**config.mk**
```make
export PLATFORM = sky130hd
export DESIGN_NAME = adc_result_regs
export DESIGN_NICKNAME = d
export VERILOG_FILES = /design/src/rtl/adc_regs_pkg.sv /design/src/rtl/adc_addr_decode.sv /design/src/rtl/adc_result_group.sv /design/src/rtl/adc_result_regs.sv
export SDC_FILE = /design/constraint.sdc
export NUM_CORES = 1
export LEC_CHECK = 0
export BUFFER_PORTS_ARGS = -buffer_cell sky130_fd_sc_hd__clkbuf_2
export CAP_MARGIN = 20
export CORE_ASPECT_RATIO = 1.4
export CORE_MARGIN = 5
export CORE_UTILIZATION = 47
export DETAILED_ROUTE_END_ITERATION = 7
export GPL_ROUTABILITY_DRIVEN = 0
export PLACE_DENSITY = 0.71
export SLEW_MARGIN = 40
export SYNTH_ARGS = -nofsm -noshare
export SYNTH_HDL_FRONTEND = slang
export SYNTH_HIERARCHICAL = 1
export SYNTH_SLANG_ARGS = --single-unit
```
**constraint.sdc**
```tcl
create_clock -name clk -period 2 [get_ports clk]
set_input_delay 0.3 -clock clk [delete_from_list [all_inputs] [get_ports clk]]
set_output_delay 0.3 -clock clk [all_outputs]
set_load 0.05 [all_outputs]
```
**src/rtl/adc_regs_pkg.sv**
```systemverilog
package adc_regs_pkg;

    localparam int BYTE_W     = 8;
    localparam int ADDR_W     = 8;
    localparam int LANE_W     = 2;
    localparam int MAX_BYTES  = 1 << LANE_W;

    localparam int INST_RAW_W = 13;
    localparam int INST_BYTES = 2;
    localparam int ACC_RAW_W  = 18;
    localparam int ACC_BYTES  = 4;

    localparam logic [ADDR_W-1:0] INST_BASE = 8'hE8;
    localparam logic [ADDR_W-1:0] ACC_BASE  = 8'hE0;

    // One group's view of the current bus cycle
    typedef struct packed {
        logic              hit;
        logic [LANE_W-1:0] lane;
        logic              first;
        logic              last;
    } lane_sel_t;

    function automatic lane_sel_t window_decode(
        input logic              en,
        input logic [ADDR_W-1:0] addr,
        input logic [ADDR_W-1:0] base,
        input int                nbytes
    );
        lane_sel_t         s;
        logic [ADDR_W-1:0] off;
        off     = addr - base;
        s.hit   = en && (off < ADDR_W'(nbytes));
        s.lane  = off[LANE_W-1:0];
        s.first = s.hit && (off == '0);
        s.last  = s.hit && (off == ADDR_W'(nbytes - 1));
        return s;
    endfunction

endpackage

```
**src/rtl/adc_addr_decode.sv**
```systemverilog
module adc_addr_decode
    import adc_regs_pkg::*;
#(
    parameter logic [ADDR_W-1:0] INST_ADDR = INST_BASE,
    parameter int                INST_N    = INST_BYTES,
    parameter logic [ADDR_W-1:0] ACC_ADDR  = ACC_BASE,
    parameter int                ACC_N     = ACC_BYTES
) (
    input  logic              rd_en,
    input  logic [ADDR_W-1:0] rd_addr,
    output lane_sel_t         inst_sel,
    output lane_sel_t         acc_sel
);

    generate
        if (INST_N < 1 || INST_N > MAX_BYTES || ACC_N < 1 || ACC_N > MAX_BYTES) begin : g_bad
            initial $error("byte count out of lane range");
        end
    endgenerate

    always_comb begin
        inst_sel = window_decode(rd_en, rd_addr, INST_ADDR, INST_N);
        acc_sel  = window_decode(rd_en, rd_addr, ACC_ADDR, ACC_N);
    end

    // the windows never overlap, so at most one group is addressed
    always_comb begin
        a_r9_one_window: assert ($onehot0({inst_sel.hit, acc_sel.hit}));
    end

endmodule

```
**src/rtl/adc_result_group.sv**
```systemverilog
module adc_result_group
    import adc_regs_pkg::*;
#(
    parameter int RAW_W  = INST_RAW_W,
    parameter int NBYTES = INST_BYTES
) (
    input  logic              clk,
    input  logic              rst,
    input  logic              done,
    input  logic [RAW_W-1:0]  raw,
    input  lane_sel_t         sel,
    output logic [BYTE_W-1:0] rd_byte,
    output logic              overrun
);

    localparam int REG_W = NBYTES * BYTE_W;
    localparam int EXT_W = REG_W - RAW_W;

    typedef struct packed {
        logic             frozen;
        logic             pend_valid;
        logic [REG_W-1:0] pend;
        logic [REG_W-1:0] vis;
        logic             ovr;
    } grp_state_t;

    grp_state_t       st;
    logic [REG_W-1:0] ext;
    logic             rd_first;
    logic             rd_last;
    logic             hold;

    generate
        if (EXT_W > 0) begin : g_ext
            assign ext = {{EXT_W{raw[RAW_W-1]}}, raw};
        end else begin : g_noext
            assign ext = raw[REG_W-1:0];
        end
    endgenerate

    assign rd_first = sel.first;
    assign rd_last  = sel.last;
    // a lowest-byte read protects the value already in its own cycle
    assign hold     = st.frozen | rd_first;

    always_ff @(posedge clk) begin
        if (rst) begin
            st <= '0;
        end else if (rd_last) begin
            st.frozen     <= 1'b0;
            st.pend_valid <= 1'b0;
            if (done) begin
                st.vis <= ext;
                if (st.pend_valid) st.ovr <= 1'b1;
            end else if (st.pend_valid) begin
                st.vis <= st.pend;
            end
        end else if (hold) begin
            if (rd_first) st.frozen <= 1'b1;
            if (done) begin
                st.pend       <= ext;
                st.pend_valid <= 1'b1;
                if (st.pend_valid) st.ovr <= 1'b1;
            end
        end else if (done) begin
            st.vis <= ext;
        end
    end

    logic [BYTE_W-1:0] lanes [NBYTES];

    generate
        for (genvar g = 0; g < NBYTES; g++) begin : g_lane
            assign lanes[g] = st.vis[g*BYTE_W +: BYTE_W];
        end
    endgenerate

    always_comb begin
        rd_byte = '0;
        for (int i = 0; i < NBYTES; i++) begin
            if (sel.hit && sel.lane == LANE_W'(i)) rd_byte = lanes[i];
        end
    end

    assign overrun = st.ovr;

    // a frozen group keeps its visible value until its top byte is read
    a_r5_frozen_stable: assert property (@(posedge clk) disable iff (rst)
        st.frozen && !rd_last |=> $stable(st.vis));

    // an unfrozen done loads the widened sample on the next edge
    a_r4_unfrozen_load: assert property (@(posedge clk) disable iff (rst)
        !st.frozen && !rd_first && !rd_last && done |=> st.vis == $past(ext));

    // a lowest-byte read always leaves the group frozen
    a_r10_first_freezes: assert property (@(posedge clk) disable iff (rst)
        rd_first |=> st.frozen);

    // the highest-byte read clears both freeze and pending slot
    a_r7_release_clears: assert property (@(posedge clk) disable iff (rst)
        rd_last |=> !st.frozen && !st.pend_valid);

    // overrun never falls outside reset
    a_r8_sticky: assert property (@(posedge clk) disable iff (rst)
        st.ovr |=> st.ovr);

    // the sign-copy bits are uniform
    a_r2_r3_sign_copy: assert property (@(posedge clk) disable iff (rst)
        (st.vis[REG_W-1:RAW_W-1] == '0) || (st.vis[REG_W-1:RAW_W-1] == '1));

endmodule

```
**src/rtl/adc_result_regs.sv**
```systemverilog
module adc_result_regs
    import adc_regs_pkg::*;
#(
    parameter int                I_RAW_W  = INST_RAW_W,
    parameter int                I_BYTES  = INST_BYTES,
    parameter int                A_RAW_W  = ACC_RAW_W,
    parameter int                A_BYTES  = ACC_BYTES,
    parameter logic [ADDR_W-1:0] I_ADDR   = INST_BASE,
    parameter logic [ADDR_W-1:0] A_ADDR   = ACC_BASE
) (
    input  logic               clk,
    input  logic               rst,
    input  logic               inst_done,
    input  logic [I_RAW_W-1:0] inst_raw,
    input  logic               acc_done,
    input  logic [A_RAW_W-1:0] acc_raw,
    input  logic               rd_en,
    input  logic [ADDR_W-1:0]  rd_addr,
    output logic [BYTE_W-1:0]  rd_data,
    output logic               inst_overrun,
    output logic               acc_overrun
);

    lane_sel_t         inst_sel;
    lane_sel_t         acc_sel;
    logic [BYTE_W-1:0] inst_byte;
    logic [BYTE_W-1:0] acc_byte;

    adc_addr_decode #(
        .INST_ADDR (I_ADDR),
        .INST_N    (I_BYTES),
        .ACC_ADDR  (A_ADDR),
        .ACC_N     (A_BYTES)
    ) u_decode (
        .rd_en    (rd_en),
        .rd_addr  (rd_addr),
        .inst_sel (inst_sel),
        .acc_sel  (acc_sel)
    );

    adc_result_group #(
        .RAW_W  (I_RAW_W),
        .NBYTES (I_BYTES)
    ) u_inst (
        .clk     (clk),
        .rst     (rst),
        .done    (inst_done),
        .raw     (inst_raw),
        .sel     (inst_sel),
        .rd_byte (inst_byte),
        .overrun (inst_overrun)
    );

    adc_result_group #(
        .RAW_W  (A_RAW_W),
        .NBYTES (A_BYTES)
    ) u_acc (
        .clk     (clk),
        .rst     (rst),
        .done    (acc_done),
        .raw     (acc_raw),
        .sel     (acc_sel),
        .rd_byte (acc_byte),
        .overrun (acc_overrun)
    );

    // unaddressed group drives zero, so OR is a plain mux
    assign rd_data = inst_byte | acc_byte;

    // an idle bus returns zero
    a_r9_idle_zero: assert property (@(posedge clk) disable iff (rst)
        !rd_en |-> rd_data == '0);

endmodule

```
==> metrics <==
RSZ-0062 raised after global routing true; first-pass GRT wire length 14300 um; average wire per standard cell 15.8 um; Reg clk slew, reported paths about 0.070 ns; ANT nets after route 0; CP Launch Type input pin; Hold Violations, Final 0; max_cap viols 0; Synth warnings 6; via count 3050; Clock Sinks 68; Filler cells 666; Hold Startpoint acc_raw[15]; Die Wd 83.1 um; Critical-path top delay cell ha_4; Yosys reg bits 68; Layout Nets 484; CP max stage delay 0.23 ns; Final Cell Area roughly 4400 um^2; Slew Limit Fails 0; Yosys top cell area share 0.387; syn avg cell area 9.16 um^2; Final period util 1.02; switching pwr ~740 uW; Worst Hold Endpoint u_acc/st[48]; data arrival time of the worst path 1.73 ns; initial DRC count around 220; CP cell instances buf_8 > ha_4 > nor4b_4 > and3_4 > o21ai_1 > buf_4 > a21oi_1 > or2_4 > buf_12; failing checks negative setup slack; synthesized net count 430; commonest cells after routing, fill and taps aside dfxtp_1 (67), a21oi_1 (54), clkbuf_2 (42), mux2i_1 (42), nand3_1 (31); P_int 2010 uW; I/O pin total 54; Leakage about 0.0019 uW; fin crit period 2.03 ns; initial antenna violation count 0; Fmax achieved 492 MHz; Worst Skew ~0.009 ns; ANT cells 0; CP required 1.70 ns; relative slew slack 0.686; main combinational cell family by area after synthesis compound AO/OA/AOI/OAI gates; Netlist Area Pre-Place 3520 um^2; Synth Flop Type dfxtp_1; Sw Ratio 0.269; gr usage total 0.184; hold path cells 3; IO Port Bufs 53; Post-Synthesis Cells 384; Root Driver clkbuf_8; Post-Synth Simple-Gate Area 0.147; final setup violation count 2; Area Overhead vs Synth 25.4%; Setup crit start rd_addr[6]; Hold Path Class input pin to register; reg2reg start u_inst/st[33]; Pre-Repair DR Iteration Count 4; Initial Util 0.481; mux cell area share after synthesis 0.126; placed inst area 4100 um^2; Combinational Power Share 0.131; reg2reg end u_inst/lanes[8]; die area roughly 9300 um^2; top post-synthesis cells by area dfxtp_1 (39%), mux2i_1 (12%), a21oi_1 (8.8%), a211oi_2 (7.1%), nand3_1 (4.4%); Tightest Pin Transition 0.471 ns; share of layout cells above drive strength 1 0.352; Synth Area in XOR/XNOR 0.00249; Critical Path Fanout Max 7; commonest non-fill, non-tap cell in the layout dfxtp_1; reg2reg setup slack 0.83 ns; total grt overflow 0; Worst Hold Slack 0.189 ns; crit path kind input pin to output port; Clock Tree Buf Depth 2; CTS tree done; post-synthesis sequential area ratio 0.387; core area 7310 um^2; Crit. End Element output port; Post-synth EDFFs 0; PwrDens about 620 nW/um^2; compound-gate portion of the synthesized area 0.253; Unique masters post-synth 43; DIE HEIGHT 112 um; worst reg2reg path depth 3; clk_lat worst skew 0.35 ns; share of power burned in registers 0.519; drt total wl 8530 um; cell taking the most area after synthesis dfxtp_1; largest net degree at the start of global routing approximately 70; status finished, violations left; peak supply drop 0.000450 V; Clock power frac 0.350; Via density 5.65; vias in the first global route 3031; row count 37; Num CTS Buffers 9; CTS H-tree lvls 3; Post-Synth Adder-Cell Area 0.00712; asr flop ratio synth 0; post-detail-place hpwl 5950 um; final worst slack -0.0326 ns; DR DRC count 0
==> metrics by stage <==
stage | instances | utilization | setup WS, ns | total power (uW) | TNS [ns]
after CTS | 538 | 0.596 | -0.0199 | 2770 | -0.0687
after global routing | 540 | 0.603 | -0.122 | 2890 | -0.474
final | 540 | 0.603 | -0.0326 | 2750 | -0.0328
after global placement | 518 | 0.560 | -0.168 | 1780 | -4.60
after detailed placement | 518 | 0.560 | -0.235 | 1790 | -7.75
after floorplan | 384 | - | -0.0531 | 1670 | -0.565
==> routing by layer <==
layer  GRT usage  share of wire  vias up
met4      0.0654         0.0094        0
met3      0.0536          0.052       10
met2       0.319           0.51       81
met5           0              0        -
met1       0.217           0.43     1449
li1            -              -     1510
==> registers in the layout (all words and copies together) (netlist names) <==
name / flops
u_acc/lanes: 18
u_acc/overrun: 1
u_acc/st: 20
u_inst/lanes: 13
u_inst/overrun: 1
u_inst/st: 15
==> power groups by stage <==
stage	Clock, uW	Sequential (uW)	Combinational (uW)
final	963	1430	360
after floorplan	0	1450	227
after global routing	1060	1430	393
after detailed placement	0	1460	333
after global placement	0	1450	327
after CTS	994	1420	351
==> worst max path at each step <==
stage                  endpoint  cells past startpoint  slack [ns]
2_1_floorplan   u_inst/lanes[1]                      8       -0.05
3_3_place_gp   u_inst/lanes[12]                      9       -0.17
3_5_place_dp    u_inst/lanes[1]                      9       -0.23
4_1_cts              rd_data[7]                      9       -0.02
5_1_grt              rd_data[7]                      9       -0.12
6_report             rd_data[7]                      9       -0.03
==> synthesized netlist by cell type, types with 2 or more instances <==
master / n
mux2i_1: 42
ha_1: 2
a31oi_1: 2
inv_1: 6
clkbuf_1: 15
o21ba_2: 2
dfxtp_1: 68
nand2b_1: 7
nor3_1: 14
buf_4: 7
or2_1: 8
o21bai_1: 2
nand2_1: 2
o21ai_1: 10
a211oi_2: 20
a211oi_1: 11
nor2b_1: 4
a21oi_1: 62
nor2_1: 10
buf_6: 6
o21ai_0: 22
buf_2: 10
or3_1: 2
nand3_1: 31
==> area by class of cell <==
| class | count | area (um^2) | share of cell area |
|---|---|---|---|
| repair buffers | 82 | 704 | 0.160 |
| multi-input cells | 271 | 2040 | 0.462 |
| flip-flops and latches | 68 | 1360 | 0.309 |
| clock inverters | 4 | 26.3 | 0.00596 |
| well taps | 97 | 121 | 0.0275 |
| clock buffers | 12 | 135 | 0.0306 |
| inverters | 6 | 22.5 | 0.00511 |
==> worst max-delay path: cells and delay by family <==
family                     cells  cell delay [ns]
AOI/OAI and AO/OA              2             0.22
adders and majority gates      1             0.23
buffers and inverters          3             0.39
and+or+nand+nor                3             0.59
==> what timing repair did <==
action,4_1_cts,5_1_grt
buffers inserted,4,2
endpoints found under the setup margin,8,24
pin swaps,11,8
hold endpoints to repair,0,0
hold buffers,0,0
resized for setup,17,9
==> kinds of logic after synthesis <==
family / count (synthesis)
AO/OA/AOI/OAI: 135
AND/OR/NAND/NOR: 90
flip-flops: 68
buffers and inverters: 45
multiplexers: 43
adder cells (fa/ha/maj): 2
XOR/XNOR: 1
Power figures use the tool's default switching activity.
